## src/rtl/tcam_pkg.sv

```systemverilog
package tcam_pkg;

    typedef enum logic [1:0] {
        TC_NEVER = 2'b00,
        TC_ZERO  = 2'b01,
        TC_ONE   = 2'b10,
        TC_ANY   = 2'b11
    } tcode_e;

    typedef enum logic {
        ST_IDLE    = 1'b0,
        ST_RESOLVE = 1'b1
    } stage_e;

    // upper code bit accepts a 1, lower code bit accepts a 0
    function automatic logic code_accepts(input logic [1:0] code, input logic kbit);
        return (code[1] & kbit) | (code[0] & ~kbit);
    endfunction

    function automatic logic code_is_never(input logic [1:0] code);
        return code == TC_NEVER;
    endfunction

endpackage

```

## src/rtl/tcam_rule_store.sv

```systemverilog
module tcam_rule_store #(
    parameter int KEY_W   = 8,
    parameter int ENTRIES = 8,
    localparam int IDX_W  = (ENTRIES > 1) ? $clog2(ENTRIES) : 1,
    localparam int CODE_W = 2 * KEY_W
) (
    input  logic                            clk,
    input  logic                            rst_n,
    input  logic                            we,
    input  logic [IDX_W-1:0]                widx,
    input  logic [CODE_W-1:0]               wcodes,
    output logic [ENTRIES-1:0][CODE_W-1:0]  codes
);

    for (genvar e = 0; e < ENTRIES; e++) begin : g_entry
        always_ff @(posedge clk) begin
            if (!rst_n) begin
                codes[e] <= '0;
            end else if (we && widx == IDX_W'(e)) begin
                codes[e] <= wcodes;
            end
        end
    end


    rule_write_lands_chk: assert property (@(posedge clk) disable iff (!rst_n)
        we |=> codes[$past(widx)] == $past(wcodes));

endmodule

```

## src/rtl/tcam_match_array.sv

```systemverilog
module tcam_match_array #(
    parameter int KEY_W   = 8,
    parameter int ENTRIES = 8,
    localparam int CODE_W = 2 * KEY_W
) (
    input  logic [KEY_W-1:0]                key,
    input  logic [ENTRIES-1:0][CODE_W-1:0]  codes,
    output logic [ENTRIES-1:0]              match
);
    import tcam_pkg::*;

    for (genvar e = 0; e < ENTRIES; e++) begin : g_row
        logic [KEY_W-1:0] bit_ok;
        for (genvar b = 0; b < KEY_W; b++) begin : g_bit
            assign bit_ok[b] = code_accepts(codes[e][2*b +: 2], key[b]);
        end
        assign match[e] = &bit_ok;
    end

endmodule

```

## src/rtl/tcam_prio_enc.sv

```systemverilog
module tcam_prio_enc #(
    parameter int ENTRIES = 8,
    localparam int IDX_W  = (ENTRIES > 1) ? $clog2(ENTRIES) : 1
) (
    input  logic [ENTRIES-1:0] req,
    output logic               hit,
    output logic [IDX_W-1:0]   idx
);

    always_comb begin
        idx = '0;
        for (int i = ENTRIES - 1; i >= 0; i--) begin
            if (req[i]) begin
                idx = IDX_W'(i);
            end
        end
        hit = |req;
    end

endmodule

```

## src/rtl/tcam_action_ram.sv

```systemverilog
module tcam_action_ram #(
    parameter int ENTRIES = 8,
    parameter int ACT_W   = 16,
    localparam int IDX_W  = (ENTRIES > 1) ? $clog2(ENTRIES) : 1
) (
    input  logic               clk,
    input  logic               rst_n,
    input  logic               we,
    input  logic [IDX_W-1:0]   widx,
    input  logic [ACT_W-1:0]   wdata,
    input  logic [IDX_W-1:0]   ridx,
    output logic [ACT_W-1:0]   rdata
);

    logic [ENTRIES-1:0][ACT_W-1:0] slots;

    for (genvar e = 0; e < ENTRIES; e++) begin : g_slot
        always_ff @(posedge clk) begin
            if (!rst_n) begin
                slots[e] <= '0;
            end else if (we && widx == IDX_W'(e)) begin
                slots[e] <= wdata;
            end
        end
    end

    always_comb begin
        rdata = '0;
        for (int i = 0; i < ENTRIES; i++) begin
            if (ridx == IDX_W'(i)) begin
                rdata = slots[i];
            end
        end
    end


    act_write_lands_chk: assert property (@(posedge clk) disable iff (!rst_n)
        we |=> slots[$past(widx)] == $past(wdata));

endmodule

```

## src/rtl/tcam_flow_matcher.sv

```systemverilog
module tcam_flow_matcher #(
    parameter int KEY_W   = 8,
    parameter int ENTRIES = 8,
    parameter int ACT_W   = 16,
    localparam int IDX_W  = (ENTRIES > 1) ? $clog2(ENTRIES) : 1,
    localparam int CODE_W = 2 * KEY_W
) (
    input  logic               clk,
    input  logic               rst_n,
    input  logic               key_valid,
    input  logic [KEY_W-1:0]   key,
    input  logic               rule_we,
    input  logic [IDX_W-1:0]   rule_idx,
    input  logic [CODE_W-1:0]  rule_codes,
    input  logic               act_we,
    input  logic [IDX_W-1:0]   act_idx,
    input  logic [ACT_W-1:0]   act_data,
    output logic               res_valid,
    output logic               res_hit,
    output logic               res_miss,
    output logic [IDX_W-1:0]   res_idx,
    output logic [ACT_W-1:0]   res_action
);
    import tcam_pkg::*;

    logic [ENTRIES-1:0][CODE_W-1:0] codes;
    logic [ENTRIES-1:0]             match_now;
    logic [ENTRIES-1:0]             match_q;
    logic                           enc_hit;
    logic [IDX_W-1:0]               enc_idx;
    logic [ACT_W-1:0]               act_rd;
    stage_e                         stage_q;
    stage_e                         stage_d;

    tcam_rule_store #(.KEY_W(KEY_W), .ENTRIES(ENTRIES)) u_store (
        .clk    (clk),
        .rst_n  (rst_n),
        .we     (rule_we),
        .widx   (rule_idx),
        .wcodes (rule_codes),
        .codes  (codes)
    );

    tcam_match_array #(.KEY_W(KEY_W), .ENTRIES(ENTRIES)) u_match (
        .key   (key),
        .codes (codes),
        .match (match_now)
    );

    // stage 1: capture match lines against the rules as they stand this cycle
    always_ff @(posedge clk) begin
        if (!rst_n) begin
            match_q <= '0;
        end else begin
            match_q <= key_valid ? match_now : '0;
        end
    end

    tcam_prio_enc #(.ENTRIES(ENTRIES)) u_prio (
        .req (match_q),
        .hit (enc_hit),
        .idx (enc_idx)
    );

    tcam_action_ram #(.ENTRIES(ENTRIES), .ACT_W(ACT_W)) u_act (
        .clk   (clk),
        .rst_n (rst_n),
        .we    (act_we),
        .widx  (act_idx),
        .wdata (act_data),
        .ridx  (enc_idx),
        .rdata (act_rd)
    );

    // stage controller: next state
    always_comb begin
        unique case (stage_q)
            ST_IDLE:    stage_d = key_valid ? ST_RESOLVE : ST_IDLE;
            ST_RESOLVE: stage_d = key_valid ? ST_RESOLVE : ST_IDLE;
            default:    stage_d = ST_IDLE;
        endcase
    end

    // stage controller: state register
    always_ff @(posedge clk) begin
        if (!rst_n) begin
            stage_q <= ST_IDLE;
        end else begin
            stage_q <= stage_d;
        end
    end

    // stage controller: registered result
    always_ff @(posedge clk) begin
        if (!rst_n) begin
            res_valid  <= 1'b0;
            res_hit    <= 1'b0;
            res_miss   <= 1'b0;
            res_idx    <= '0;
            res_action <= '0;
        end else begin
            unique case (stage_q)
                ST_IDLE: begin
                    res_valid  <= 1'b0;
                    res_hit    <= 1'b0;
                    res_miss   <= 1'b0;
                    res_idx    <= '0;
                    res_action <= '0;
                end
                ST_RESOLVE: begin
                    res_valid  <= 1'b1;
                    res_hit    <= enc_hit;
                    res_miss   <= ~enc_hit;
                    res_idx    <= enc_hit ? enc_idx : '0;
                    res_action <= enc_hit ? act_rd : '0;
                end
                default: begin
                    res_valid  <= 1'b0;
                    res_hit    <= 1'b0;
                    res_miss   <= 1'b0;
                    res_idx    <= '0;
                    res_action <= '0;
                end
            endcase
        end
    end

    // ---------------- assertions ----------------
    logic [ENTRIES-1:0] below_winner;
    logic [ENTRIES-1:0] has_never;

    always_comb begin
        below_winner = (ENTRIES'(1) << enc_idx) - ENTRIES'(1);
    end

    for (genvar e = 0; e < ENTRIES; e++) begin : g_chk
        always_comb begin
            has_never[e] = 1'b0;
            for (int b = 0; b < KEY_W; b++) begin
                if (code_is_never(codes[e][2*b +: 2])) begin
                    has_never[e] = 1'b1;
                end
            end
        end

        never_code_no_match_chk: assert property (@(posedge clk) disable iff (!rst_n)
            has_never[e] |-> !match_now[e]);
    end


    resolve_gives_valid_chk: assert property (@(posedge clk) disable iff (!rst_n)
        (stage_q == ST_RESOLVE) |=> res_valid);


    idle_gives_no_valid_chk: assert property (@(posedge clk) disable iff (!rst_n)
        (stage_q == ST_IDLE) |=> !res_valid && !res_hit && !res_miss);


    miss_outputs_clear_chk: assert property (@(posedge clk) disable iff (!rst_n)
        res_miss |-> res_valid && !res_hit && res_idx == '0 && res_action == '0);


    lowest_index_wins_chk: assert property (@(posedge clk) disable iff (!rst_n)
        (stage_q == ST_RESOLVE && enc_hit) |-> match_q[enc_idx] && ((match_q & below_winner) == '0));

endmodule

```

## config.mk

```make
export PLATFORM = sky130hd
export DESIGN_NAME = tcam_flow_matcher
export DESIGN_NICKNAME = d
export VERILOG_FILES = /design/src/rtl/tcam_pkg.sv /design/src/rtl/tcam_rule_store.sv /design/src/rtl/tcam_match_array.sv /design/src/rtl/tcam_prio_enc.sv /design/src/rtl/tcam_action_ram.sv /design/src/rtl/tcam_flow_matcher.sv
export SDC_FILE = /design/constraint.sdc
export NUM_CORES = 1
export LEC_CHECK = 0
export BUFFER_PORTS_ARGS = -buffer_cell sky130_fd_sc_hd__buf_2
export CORE_MARGIN = 4
export CORE_UTILIZATION = 55
export DETAILED_ROUTE_END_ITERATION = 12
export GPL_ROUTABILITY_DRIVEN = 0
export PLACE_DENSITY = 0.8
export SLEW_MARGIN = 20
export SYNTH_ARGS = -nofsm -noshare
export SYNTH_HDL_FRONTEND = slang
export SYNTH_HIERARCHICAL = 1
export SYNTH_SLANG_ARGS = --single-unit
```

## constraint.sdc

```tcl
create_clock -name clk -period 5.6 [get_ports clk]
set_input_delay 0.56 -clock clk [delete_from_list [all_inputs] [get_ports clk]]
set_output_delay 0.56 -clock clk [all_outputs]
set_load 0.02 [all_outputs]
```

==> key figures <==
Power and ir drop
  – Final Power: 4.32 mW
  – Power density cells: 312 mW/mm^2
  – Leakage: a little under 6 nW
  – Worst vdd ir: 245 uV

Routing
  – Via/cell ratio: 5.83
  – First-pass detailed-route iteration total: 5
  – Vias: 9,859
  – Antenna-violating nets left: 0
  – Routed wire length: 32,900 microns
  – Avg WL per Cell: 19.4 microns
  – Post-route DRC: 0
  – DR iter-0 viols: 876

Cells and area
  – Layout cells sized above 1: 10.9%
  – Filler Cells Inserted: 1,916
  – Multi-input gate area: 0.00629 sq mm
  – Util after Layout: 61.1%
  – Area grow syn2layout: 9.34%
  – Post-Layout Cell Count: 1,690
  – FF+latch area: between 0.005 and 0.006 sq mm
  – Final Cell Area: around 0.014 sq mm
  – Nets: 1,433

Min path
  – Hold Path End: stage_q
  – Worst Hold Depth: 2
  – Worst hold path type: in -> reg
  – Hold_sp: key_valid

Clocking
  – Hold buffers post-CTS: 0
  – H-tree levels: 1
  – Postcts setup bufs: 0
  – Post-cts resize count: 0
  – Root Driver: clkbuf_16
  – CTS buffer count: 29
  – Sink Count: roughly 290
  – Worst-skew pair later-pin latency: 550 ps
  – Clk buf depth: 3
  – Clock slew at reported path FFs: 60 ps
  – CTS tree: yes

Worst setup path
  – Worst path bufs/invs: 0
  – Critical-path cell list: nor2_1, and3b_2, nand2_2, or2_2, o211a_1, and4_1
  – Worst path slowest cell: and3b_2
  – FF-to-FF End: res_action[4]
  – Crit-path max FO: 50
  – CP top delay family: simple AND/OR/NAND/NOR gates
  – Arr. time, crit path: 3440 ps
  – FF-to-FF setup slack: 2590 ps
  – Crit start category: register
  – Critical path's largest stage delay: 890 ps
  – CP Class: reg -> reg
  – Worst setup EP type: register
  – RR Startpoint: match_q[2]
  – R2R cell count: 6
  – Required time worst endpoint: a little over 6000 ps

GRT
  – All-Layer GR Usage: 24.6%
  – Grt ovf: 0
  – Initial antenna violation count: 3
  – Largest net degree at the start of global routing: 173
  – Vias in the first global route: around 9,500
  – First-pass GRT wire length: 51,500 microns

STA
  – Setup_tns: 0 ps
  – Slew HR: 25.3%
  – Clk_skew: around 18 ps
  – # setup viols final: 0
  – Crit share post-route: a little over half
  – Final Max Tran Viols: 0
  – Final hold vios: 0
  – RSZ-0062 raised after global routing: false
  – Fin crit period: 3010 ps
  – Worst-margin pin slew: 1120 ps
  – WHS: 320 ps
  – Setup ws final: 2590 ps
  – Max Freq: 332 MHz

Run status
  – Status: finished, final reports clean

Die
  – Die area: roughly 0.025 sq mm
  – Core Area: 0.0226 sq mm
  – FP Rows: 55
  – Die width: 160 microns
  – Initial Util: 55.9%
  – IO Pins: 73
  – Chip height: 160 microns

Yosys
  – Synth Area in Compound Gates: 12.4%
  – Adder-cell share of the synthesized area: 0%
  – Yosys warns: 6
  – Post-Syn Nets: 1,435
  – Synth Area in Simple Gates: between 20% and 30%
  – Number of synthesized flops with an enable pin: 0
  – Sequential share of the synthesized area: between 40% and 50%
  – Synth Instances: 1,384
  – Mean Syn Cell Area: just over 9 sq um
  – Post-synthesis async set-or-reset flop share: 0%
  – Yosys cell types: 53
  – Top FF cell, synth: dfxtp_1
  – Post-synthesis mux area share: 17.0%
  – Mapped cell area: 0.0126 sq mm
  – Post-synthesis xor/xnor area fraction: 0%
  – Main combinational cell family by area after synthesis: simple AND/OR/NAND/NOR gates
  – Yosys reg bits: 287

Run
  – Max Cap Viol: 0

Placement
  – Pre-CTS WS: 2640 ps
  – Post-Place Cell Area: about 0.013 sq mm
  – HPWL after DPL: 20,200 microns
  – Placed cell count: 1,636
  – IO buf count: 72
[cell usage after synthesis, types with 2 or more instances]
cell / n / area [sq um]
nor2_4: 2 / 22.5
and3b_1: 2 / 17.5
buf_4: 22 / 165
clkbuf_2: 3 / 15.0
or4_1: 16 / 120
nand2b_1: 2 / 12.5
o211ai_1: 13 / 97.6
nand4b_1: 3 / 26.3
nor3_4: 2 / 32.5
nand3_1: 17 / 85.1
nor2_1: 28 / 105
o32ai_1: 2 / 17.5
nand2_2: 2 / 12.5
buf_2: 45 / 225
buf_6: 4 / 45.0
a21boi_0: 67 / 503
and3_1: 9 / 56.3
o21ai_0: 18 / 90.1
a21oi_1: 14 / 70.1
nor2b_1: 4 / 25.0
dfxtp_1: 287 / 5750
clkbuf_1: 36 / 135
and2b_1: 2 / 15.0
mux2i_1: 210 / 2100
mux2_2: 2 / 22.5
o21a_1: 2 / 15.0
buf_1: 5 / 18.8
nor4_1: 2 / 12.5
nor2_2: 4 / 25.0
nand2_1: 417 / 1570
a21boi_1: 62 / 465
and4_1: 19 / 166
o211a_1: 26 / 260
a22oi_1: 2 / 15.0
nand4bb_1: 15 / 169
[cell families after synthesis]
group / after synthesis
and+or+nand+nor: 556
DFF: 287
muxes: 213
AOI/OAI and AO/OA: 210
buffers and inverters: 118
[how the worst max path moves through the flow]
stage	slack [ps]	start	end	cells after the start
floorplan	3620	match_q[4]	res_action[10]	10
global placement	2740	match_q[2]	res_action[9]	6
detailed placement	2640	match_q[2]	res_action[9]	6
CTS	2610	match_q[2]	res_action[9]	6
global route	2410	match_q[2]	res_action[9]	6
finish	2590	match_q[2]	res_action[4]	6
[metal layers]
metal | GRT usage [%] | wire length (microns) | vias up
met1 | 31.9 | 14000 | 4724
met4 | 9.66 | 1080 | 2
met3 | 3.25 | 1950 | 79
met5 | 0 | 13 | -
met2 | 41.9 | 15800 | 337
li1 | - | - | 4717
[registers in the layout, summed over array words and instances, names as in the netlist]
signal / cells
match_q: 8
res_action: 16
res_hit: 1
res_idx: 3
res_miss: 1
res_valid: 1
stage_q: 1
u_act/slots: 128
u_store/codes: 128
[worst reg2reg max path, cell delays in order (launching register included)]
cell	delay [ps]
dfxtp_1	330
nor2_1	240
and3b_2	890
nand2_2	420
or2_2	550
o211a_1	260
and4_1	200
[cell type report]
cell class | instances | area share, %
Antenna cell | 1 | 0.0181
Clock buffer | 43 | 6.13
Clock inverter | 10 | 0.932
Inverter | 2 | 0.0543
Multi-Input combinational cell | 979 | 45.5
Sequential cell | 287 | 41.5
Tap cell | 285 | 2.58
Timing Repair Buffer | 83 | 3.25
[where the power goes]
group | total [mW] | internal (mW) | switching [mW] | leakage (nW)
Sequential | 2.11 | 2.08 | 0.0234 | 2.32
Combinational | 0.234 | 0.0827 | 0.151 | 2.96
Clock | 1.98 | 1.18 | 0.798 | 0.486
Total | 4.32 | 3.35 | 0.973 | 5.77
[cell usage in the layout (no fill, tap or decap), types with 7 or more instances in the layout]
cell,instances
buf_4,11
clkbuf_16,29
a21boi_0,66
a21boi_1,62
nand2_1,417
dfxtp_1,287
buf_2,71
clkbuf_8,7
clkbuf_1,7
a21oi_1,14
nand4bb_1,15
o211ai_1,13
mux2i_1,210
nor2_1,28
and3_1,9
o211a_1,26
nand3_1,17
and4_1,19
or4_1,16
o21ai_0,18
Note: power is estimated with default switching activity, not from simulation.
